## src/rtl/midplane_irq_pkg.sv

```systemverilog
package midplane_irq_pkg;

  // Decoded register selects and strobes passed from control to datapath
  typedef struct packed {
    logic selId;
    logic selIntCtl;
    logic selEnable;
    logic selStatus;
    logic wrEnable;
    logic rdStrobe;
  } regStrobes_t;

endpackage

```

## src/rtl/midplane_irq_ctrl.sv

```systemverilog
module midplane_irq_ctrl
  import midplane_irq_pkg::*;
#(
  parameter int              ADDR_W      = 8,
  parameter logic [ADDR_W-1:0] ID_OFS     = 8'h00,
  parameter logic [ADDR_W-1:0] INTCTL_OFS = 8'h08,
  parameter logic [ADDR_W-1:0] ENABLE_OFS = 8'h10,
  parameter logic [ADDR_W-1:0] STAT_OFS_A = 8'h18,
  parameter logic [ADDR_W-1:0] STAT_OFS_B = 8'h1B
) (
  input  logic [ADDR_W-1:0] busAddr,
  input  logic              busWrEn,
  input  logic              busRdEn,
  output regStrobes_t       strobes
);

  localparam int NUM_STAT_ALIAS = 2;
  localparam logic [NUM_STAT_ALIAS-1:0][ADDR_W-1:0] STAT_ALIASES = {STAT_OFS_B, STAT_OFS_A};

  logic [NUM_STAT_ALIAS-1:0] statHit;

  genvar a;
  generate
    for (a = 0; a < NUM_STAT_ALIAS; a++) begin : g_statAlias
      assign statHit[a] = (busAddr == STAT_ALIASES[a]);
    end
  endgenerate

  always_comb begin
    strobes           = '0;
    strobes.selId     = (busAddr == ID_OFS);
    strobes.selIntCtl = (busAddr == INTCTL_OFS);
    strobes.selEnable = (busAddr == ENABLE_OFS);
    strobes.selStatus = |statHit;
    // only the enable word is writable; all other writes are dropped here
    strobes.wrEnable  = busWrEn && (busAddr == ENABLE_OFS);
    strobes.rdStrobe  = busRdEn;
  end

endmodule

```

## src/rtl/midplane_irq_dp.sv

```systemverilog
module midplane_irq_dp
  import midplane_irq_pkg::*;
#(
  parameter int                DATA_W       = 32,
  parameter int                NUM_SLOTS    = 32,
  parameter logic [DATA_W-1:0] ID_VALUE     = 32'h0000_0012,
  parameter logic [DATA_W-1:0] INTCTL_VALUE = 32'h0000_001C
) (
  input  logic                 clk,
  input  logic                 rstN,
  input  regStrobes_t          strobes,
  input  logic [DATA_W-1:0]    wrData,
  input  logic [NUM_SLOTS-1:0] slotSet,
  input  logic [NUM_SLOTS-1:0] slotClr,
  output logic [DATA_W-1:0]    rdData,
  output logic                 netIrq
);

  localparam int PAD_W = DATA_W - NUM_SLOTS;

  logic [DATA_W-1:0]    enableQ;
  logic [NUM_SLOTS-1:0] statusQ;
  logic [NUM_SLOTS-1:0] statusNext;
  logic [DATA_W-1:0]    statusWide;
  logic [DATA_W-1:0]    rdMux;
  logic [DATA_W-1:0]    rdDataQ;

  // Per-slot status bit: set has priority over clear
  genvar s;
  generate
    for (s = 0; s < NUM_SLOTS; s++) begin : g_slot
      assign statusNext[s] = slotSet[s] | (statusQ[s] & ~slotClr[s]);


      set_wins_chk: assert property (@(posedge clk) disable iff (!rstN)
        slotSet[s] |=> statusQ[s]);

      clear_bit_chk: assert property (@(posedge clk) disable iff (!rstN)
        (slotClr[s] && !slotSet[s]) |=> !statusQ[s]);

      hold_bit_chk: assert property (@(posedge clk) disable iff (!rstN)
        (!slotSet[s] && !slotClr[s]) |=> $stable(statusQ[s]));
    end

    if (PAD_W > 0) begin : g_pad
      assign statusWide = {{PAD_W{1'b0}}, statusQ};
    end else begin : g_noPad
      assign statusWide = statusQ;
    end
  endgenerate

  always_ff @(posedge clk) begin
    if (!rstN) begin
      statusQ <= '0;
    end else begin
      statusQ <= statusNext;
    end
  end

  always_ff @(posedge clk) begin
    if (!rstN) begin
      enableQ <= '0;
    end else if (strobes.wrEnable) begin
      enableQ <= wrData;
    end
  end


  enable_store_chk: assert property (@(posedge clk) disable iff (!rstN)
    strobes.wrEnable |=> (enableQ == $past(wrData)));

  // AND-OR read mux; unmapped offsets select nothing and yield zero
  always_comb begin
    rdMux = '0;
    rdMux |= {DATA_W{strobes.selId}}     & ID_VALUE;
    rdMux |= {DATA_W{strobes.selIntCtl}} & INTCTL_VALUE;
    rdMux |= {DATA_W{strobes.selEnable}} & enableQ;
    rdMux |= {DATA_W{strobes.selStatus}} & statusWide;
  end

  always_ff @(posedge clk) begin
    if (!rstN) begin
      rdDataQ <= '0;
    end else if (strobes.rdStrobe) begin
      rdDataQ <= rdMux;
    end else begin
      rdDataQ <= '0;
    end
  end

  assign rdData = rdDataQ;
  assign netIrq = |statusQ;


  idle_rd_zero_chk: assert property (@(posedge clk) disable iff (!rstN)
    !strobes.rdStrobe |=> (rdData == '0));

  unmapped_rd_chk: assert property (@(posedge clk) disable iff (!rstN)
    (strobes.rdStrobe && !strobes.selId && !strobes.selIntCtl &&
     !strobes.selEnable && !strobes.selStatus) |=> (rdData == '0));

  id_rd_chk: assert property (@(posedge clk) disable iff (!rstN)
    (strobes.rdStrobe && strobes.selId) |=> (rdData == ID_VALUE));

  irq_raise_chk: assert property (@(posedge clk) disable iff (!rstN)
    (|slotSet) |=> netIrq);

endmodule

```

## src/rtl/midplane_irq_regs.sv

```systemverilog
module midplane_irq_regs
  import midplane_irq_pkg::*;
#(
  parameter int ADDR_W    = 8,
  parameter int DATA_W    = 32,
  parameter int NUM_SLOTS = 32
) (
  input  logic                 clk,
  input  logic                 rstN,
  input  logic [ADDR_W-1:0]    busAddr,
  input  logic                 busWrEn,
  input  logic                 busRdEn,
  input  logic [DATA_W-1:0]    busWrData,
  output logic [DATA_W-1:0]    busRdData,
  input  logic [NUM_SLOTS-1:0] slotSet,
  input  logic [NUM_SLOTS-1:0] slotClr,
  output logic                 netIrq
);

  regStrobes_t strobes;

  midplane_irq_ctrl #(
    .ADDR_W (ADDR_W)
  ) u_ctrl (
    .busAddr (busAddr),
    .busWrEn (busWrEn),
    .busRdEn (busRdEn),
    .strobes (strobes)
  );

  midplane_irq_dp #(
    .DATA_W    (DATA_W),
    .NUM_SLOTS (NUM_SLOTS)
  ) u_dp (
    .clk     (clk),
    .rstN    (rstN),
    .strobes (strobes),
    .wrData  (busWrData),
    .slotSet (slotSet),
    .slotClr (slotClr),
    .rdData  (busRdData),
    .netIrq  (netIrq)
  );

endmodule

```

## config.mk

```make
export PLATFORM = sky130hd
export DESIGN_NAME = midplane_irq_regs
export DESIGN_NICKNAME = d
export VERILOG_FILES = /design/src/rtl/midplane_irq_pkg.sv /design/src/rtl/midplane_irq_ctrl.sv /design/src/rtl/midplane_irq_dp.sv /design/src/rtl/midplane_irq_regs.sv
export SDC_FILE = /design/constraint.sdc
export NUM_CORES = 1
export LEC_CHECK = 0
export CAP_MARGIN = 20
export CORE_AREA = 3 3 95 97
export CTS_CLUSTER_DIAMETER = 120
export DETAILED_ROUTE_END_ITERATION = 8
export DIE_AREA = 0 0 98 100
export PLACE_DENSITY = 0.87
export SETUP_SLACK_MARGIN = 0.02
export SLEW_MARGIN = 30
export SYNTH_ARGS = -nofsm -noshare
export SYNTH_HDL_FRONTEND = slang
export SYNTH_SLANG_ARGS = --single-unit
```

## constraint.sdc

```tcl
create_clock -name clk -period 2.7 [get_ports clk]
set_input_delay 0.54 -clock clk [delete_from_list [all_inputs] [get_ports clk]]
set_output_delay 0.54 -clock clk [all_outputs]
set_load 0.05 [all_outputs]
```

==> impl_metrics.toml, run 1 <==
[routing]
ant_nets = 0
drc_errors = 0
wirelength_mm = 8.72
dr.pass1.iters = 4
first_iter_violations = 74
avgViaCountPerCell = 4.95
vias = 2898
wl_per_cell_um = 14.9

[logic_synthesis]
synth_area_per_cell_um2 = 10.5
syn_nets = 445
synth-seq-cells = 96
synth.cell_area_mm2 = 0.00353
synth_warnings = 0
yosysSeqAreaShare = 0.544
syn_inst = 337
ys_types = 23

[timing]
drv_slew = 0
fin_crit_sh = 0.864
final.min_clock_period_ps = 2330
rsz0062_at_grt = "no"
setup_viol = 0
final_hold_viol_count = 0
max_freq_mhz = 429
slew_headroom = 0.636
tns_ps = 0
worstMarginPinSlew_ps = 545
fin_skew_ps = 6.65

[layout]
fillers = 649
final_cell_area_mm2 = 0.00520
antenna_cells = 0
synthToLayoutAreaGrowth_pct = 47.4
nNetsFinal = 584
drive_gt1_frac = 0.0667

[critical_path]
max_stage_delay_ps = 410
critPathLaunchType = "flop"
path_class = "reg2out"
crit_slowest_cell = "nor4_1"
cp.arrival_ps = 1790
crit_chain = "nor4_1 -> nand4_1 -> or2_2 -> buf_4"
worst-endpoint-required_ps = 2160
cp_top_family = "simple AND/OR/NAND/NOR gates"
cp-end-kind = "primary output"
crit_buf_inv = 1
crit_fanout = 3

[power_and_ir_drop]
ir_drop_mv = 0.281
p_leak_nw = 2.15
switchingPower_w = 0.000578
power_w = 0.00266
intPower_w = 0.00208
p_seq_frac = 0.554
p_per_area_mw_per_mm2 = 511
netSwitchingFraction = 0.217
clockPowerShare = 0.348
combPwrFrac = 0.098

[floorplanning]
core-area_mm2 = 0.00822
initial_core_util = 0.430
ios = 141
die-area_mm2 = 0.00980
row_count = 33
fp.dieH_um = 100
die_x_um = 98

[placed_design]
dp_hpwl_mm = 6.67
gp_congestion = 0.742
portBuffers = 140
placed_cell_area_mm2 = 0.00501

[clock_tree]
ctsResizeCount = 0
numClockSinks = 96
cts_made_buffers = 9
cts_setup_buffers = 0
cts-root-buf = "clkbuf_8"
path_clk_slew_ps = 90
htreeDepth = 3
clk_latency_ps = 340
hold_buffers = 0
cts_tree = "yes"
cts_buffer_depth = 2

[global_routing]
grt_pass1_wl_mm = 14.3
grt_max_degree = 50
track_usage = 0.181
antenna_found_initial = 0
first_global_vias = 2954
grt_overflow_total = 0

[hold_path]
worst_hold_path_type = "reg2reg"

[flow_run]
drv_cap = 0

[run_status]
status = "finished clean"
## layer usage
| layer | share of wire | routed length [µm] | GRT usage |
|---|---|---|---|
| met1 | 0.42 | 3650 | 0.221 |
| met2 | 0.50 | 4400 | 0.314 |
| met3 | 0.063 | 549 | 0.0452 |
| met4 | 0.014 | 119 | 0.0596 |
| met5 | 0 | 0 | 0 |
## flip-flops by register name (all words and copies together) (netlist names)
name          cells
u_dp.rdData      32
u_dp.statusQ     32
u_dp.enableQ     32
## path summary, 6_finish.rpt
path | to | slack (ps) | depth (start not counted) | startpoint
max | netIrq | 370 | 4 | u_dp.statusQ[13]$_SDFF_PN0_
min | u_dp.enableQ[1]$_SDFFE_PN0P_ | 460 | 2 | u_dp.enableQ[1]$_SDFFE_PN0P_
min reg2reg | u_dp.enableQ[1]$_SDFFE_PN0P_ | 460 | 2 | u_dp.enableQ[1]$_SDFFE_PN0P_
max reg2reg | u_dp.rdData[2]$_SDFF_PN0_ | 1940 | 1 | u_dp.statusQ[2]$_SDFF_PN0_
## placed cells by master, fill, tap and decap left out
cell type,count
buf_12,1
nand4_1,2
o21ai_0,1
inv_1,3
nand2_1,67
o21a_1,32
nand2b_1,1
a221o_1,2
or2b_2,1
mux2i_1,32
a22o_1,30
nor4_2,1
buf_4,10
a21oi_1,1
or4_4,2
bufinv_16,1
clkdlybuf4s50_1,138
a2111oi_4,1
clkinvlp_4,2
inv_6,1
or2_2,2
clkbuf_1,1
nor2b_1,32
clkbuf_8,10
dfxtp_1,96
nor4_1,9
nor3_1,1
## cell families after synthesis
family          after synthesis  synth area share
simple gates                118             0.165
mux                          32            0.0907
buf+inv                      24            0.0418
compound gates               67             0.159
flops                        96             0.544
## layout make-up
type | instances | area [µm²] | share of cell area
Clock inverter | 4 | 53.8 | 0.0103
Clock buffer | 11 | 141 | 0.0272
Timing Repair Buffer | 149 | 1480 | 0.284
Sequential cell | 96 | 1920 | 0.369
Tap cell | 105 | 131 | 0.0252
Multi-Input combinational cell | 217 | 1470 | 0.282
Inverter | 3 | 11.3 | 0.00216
## synth_stat cells
cell,count,area [µm²]
a22o_1,30,263
inv_1,3,11.3
a221o_1,2,20.0
a21oi_1,1,5.00
mux2i_1,32,320
or2_2,2,12.5
buf_1,1,3.75
or4_4,2,22.5
buf_6,1,11.3
buf_2,1,5.00
o21ai_0,1,5.00
buf_12,3,60.1
o21a_1,32,240
nand2b_1,1,6.26
nor2b_1,32,200
or2b_2,1,8.76
nor3_1,1,5.00
nor4_1,10,62.6
nand2_1,67,251
a2111oi_4,1,27.5
clkbuf_1,15,56.3
dfxtp_1,96,1920
nand4_1,2,12.5
## power by group through the flow
stage	Clock [W]	Sequential, W	Combinational, W
floorplan	0	0.00150	0.0000858
global placement	0	0.00151	0.000256
detailed placement	0	0.00151	0.000262
CTS	0.000947	0.00147	0.000264
global route	0.000999	0.00148	0.000284
finish	0.000925	0.00147	0.000261
## through the flow
| stage | cells | hold WS, ps | setup slack, ps | util |
|---|---|---|---|---|
| floorplan | 337 | 438 | 561 | - |
| detailed placement | 570 | 454 | 102 | 0.610 |
| finish | 585 | 462 | 367 | 0.633 |
| CTS | 585 | 465 | 294 | 0.633 |
| global placement | 570 | 445 | 167 | 0.610 |
| global route | 585 | 493 | 200 | 0.633 |
Power figures use the tool's default switching activity.
==> inputs of run 2 (changes only) <==
SYNTH_HIERARCHICAL = 1   (was not set)
==> run 2 against run 1 <==
  * Cell count is 0.51% lower
  * First-iteration DRC count is 9.5% higher
  * Clock-buffer cell count stayed put
  * Non-clock buffer count stayed put
  * Utilization is 1.0 points higher
  * Combinational power hardly changed
  * Via count is 0.76% lower
  * Register-to-register slack worse by 30 ps
  * Routed wire length is 4.5% higher
==> impl_metrics.toml, run 2 <==
[timing]
final_hold_viol_count = 0
setup_viol = 0
worstMarginPinSlew_ps = 539
max_freq_mhz = 425
drv_slew = 0
slew_headroom = 0.640
fin_skew_ps = 10.2
final.min_clock_period_ps = 2350
fin_crit_sh = 0.871
rsz0062_at_grt = "no"
tns_ps = 0
setup_slack_ps = 349

[floorplanning]
initial_core_util = 0.432
row_count = 33
die_x_um = 98
fp.dieH_um = 100
core-area_mm2 = 0.00822
ios = 141
die-area_mm2 = 0.00980

[clock_tree]
clk_latency_ps = 340
cts-root-buf = "clkbuf_8"
hold_buffers = 0
htreeDepth = 3
path_clk_slew_ps = 90
cts_buffer_depth = 2
cts_made_buffers = 9
numClockSinks = 96
cts_tree = "yes"
cts_setup_buffers = 0
ctsResizeCount = 0

[layout]
layout_common_cells = "clkdlybuf4s50_1, dfxtp_1, nor2b_1"
fillers = 672
synthToLayoutAreaGrowth_pct = 49.1
drive_gt1_frac = 0.0734
nNetsFinal = 580
final_common_cell = "clkdlybuf4s50_1"
antenna_cells = 0

[logic_synthesis]
yosysMostFrequentCell = "dfxtp_1"
synth_warnings = 6
synth.cell_area_mm2 = 0.00355
synth_common_cells = "dfxtp_1, nor2b_1, nor2_1"
synth_area_per_cell_um2 = 10.7
synth-seq-cells = 96
synth-async-reset-ratio = 0
syn_inst = 333
yosysSeqAreaShare = 0.542
synth_top_area_share = 0.542
synthFlopType = "dfxtp_1"
synth_edf_count = 0
yosys.area.top_type = "dfxtp_1"
synth_area_leaders = "dfxtp_1, nor2b_1, mux2i_1"
ys_types = 26
syn_nets = 441

[global_routing]
track_usage = 0.189
grt_overflow_total = 0
grt_max_degree = 33
antenna_found_initial = 0
grt_pass1_wl_mm = 14.8
first_global_vias = 3001

[critical_path]
cp.arrival_ps = 1810
worst-endpoint-required_ps = 2160
cp-end-kind = "primary output"
crit_fanout = 3
path_class = "reg2out"
critPathLaunchType = "flop"

[power_and_ir_drop]
power_w = 0.00275
p_leak_nw = 1.78
clockPowerShare = 0.368
p_per_area_mw_per_mm2 = 519
netSwitchingFraction = 0.206
ir_drop_mv = 0.307
p_seq_frac = 0.537
combPwrFrac = 0.095
intPower_w = 0.00218
switchingPower_w = 0.000567

[routing]
ant_nets = 0
vias = 2876
drc_errors = 0
avgViaCountPerCell = 4.94
wl_per_cell_um = 15.7
dr.pass1.iters = 4
wirelength_mm = 9.11
first_iter_violations = 81

[placed_design]
gp_congestion = 0.774
dp_hpwl_mm = 6.85
place_ws_ps = 170
portBuffers = 140

[hold_path]
worst_hold_path_type = "in2reg"

[flow_run]
drv_cap = 0

[run_status]
status = "finished clean"
## run 2: changes by cell type in the layout (fill, tap and decap cells not counted), moves of 3 or more
cell | previous run | this run
nand2_1 | 67 | 2
a22o_1 | 30 | 0
a22oi_1 | 0 | 28
a221oi_1 | 0 | 3
nor2b_1 | 32 | 63
buf_4 | 10 | 7
nor2_1 | 0 | 32
## run 2: cell families after synthesis
group	after synthesis	synth area share
flip-flops	96	0.542
AND/OR/NAND/NOR	117	0.192
AO/OA/AOI/OAI	65	0.138
multiplexers	32	0.0903
XOR/XNOR	1	0.00247
buffers and inverters	22	0.0360
## run 2: routing by layer
metal	GRT usage	wire, µm	up-vias
met4	0.0543	51	0
li1	-	-	1428
met3	0.0368	476	7
met2	0.327	4480	97
met5	0	0	-
met1	0.240	4100	1344
## run 2: path summary, 6_finish.rpt
| path | from | endpoint | slack (ps) | cells past startpoint |
|---|---|---|---|---|
| max | u_dp/statusQ[28]$_SDFF_PN0_ | netIrq | 350 | 4 |
| min | rstN | u_dp/statusQ[12]$_SDFF_PN0_ | 510 | 2 |
| max reg2reg | u_dp/statusQ[2]$_SDFF_PN0_ | u_dp/rdData[2]$_SDFF_PN0_ | 1910 | 2 |
| min reg2reg | u_dp/statusQ[4]$_SDFF_PN0_ | u_dp/rdData[4]$_SDFF_PN0_ | 510 | 2 |
## run 2: stage by stage
step                       util  hold WS (ps)  cell area, µm²  std cells
final                     0.644           508            5290        582
after global routing      0.644           511            5290        582
after CTS                 0.644           499            5290        582
after detailed placement  0.617           490            5070        566
after global placement    0.617           493            5070        566
after floorplan               -           449            3550        333
## run 2: power groups by stage
stage                     registers (W)  clock network [W]  logic (W)
after global routing            0.00148            0.00110   0.000279
after detailed placement        0.00151                  0   0.000261
after global placement          0.00151                  0   0.000256
after floorplan                 0.00150                  0  0.0000820
final                           0.00147            0.00101   0.000261
after CTS                       0.00147            0.00104   0.000262
## run 2: worst max-delay path, stage by stage (launching register included)
cell	delay [ps]
dfxtp_1	330
nor4_1	490
nand4_1	210
or2_1	250
buf_4	190
## run 2: cell type report
type                            instances  area, µm²  area share
Sequential cell                        96       1920       0.363
Multi-Input combinational cell        215       1510       0.286
Timing Repair Buffer                  149       1500       0.283
Clock buffer                           11        141      0.0267
Tap cell                              105        131      0.0248
Clock inverter                          5       80.1      0.0151
Inverter                                1       3.75    0.000710
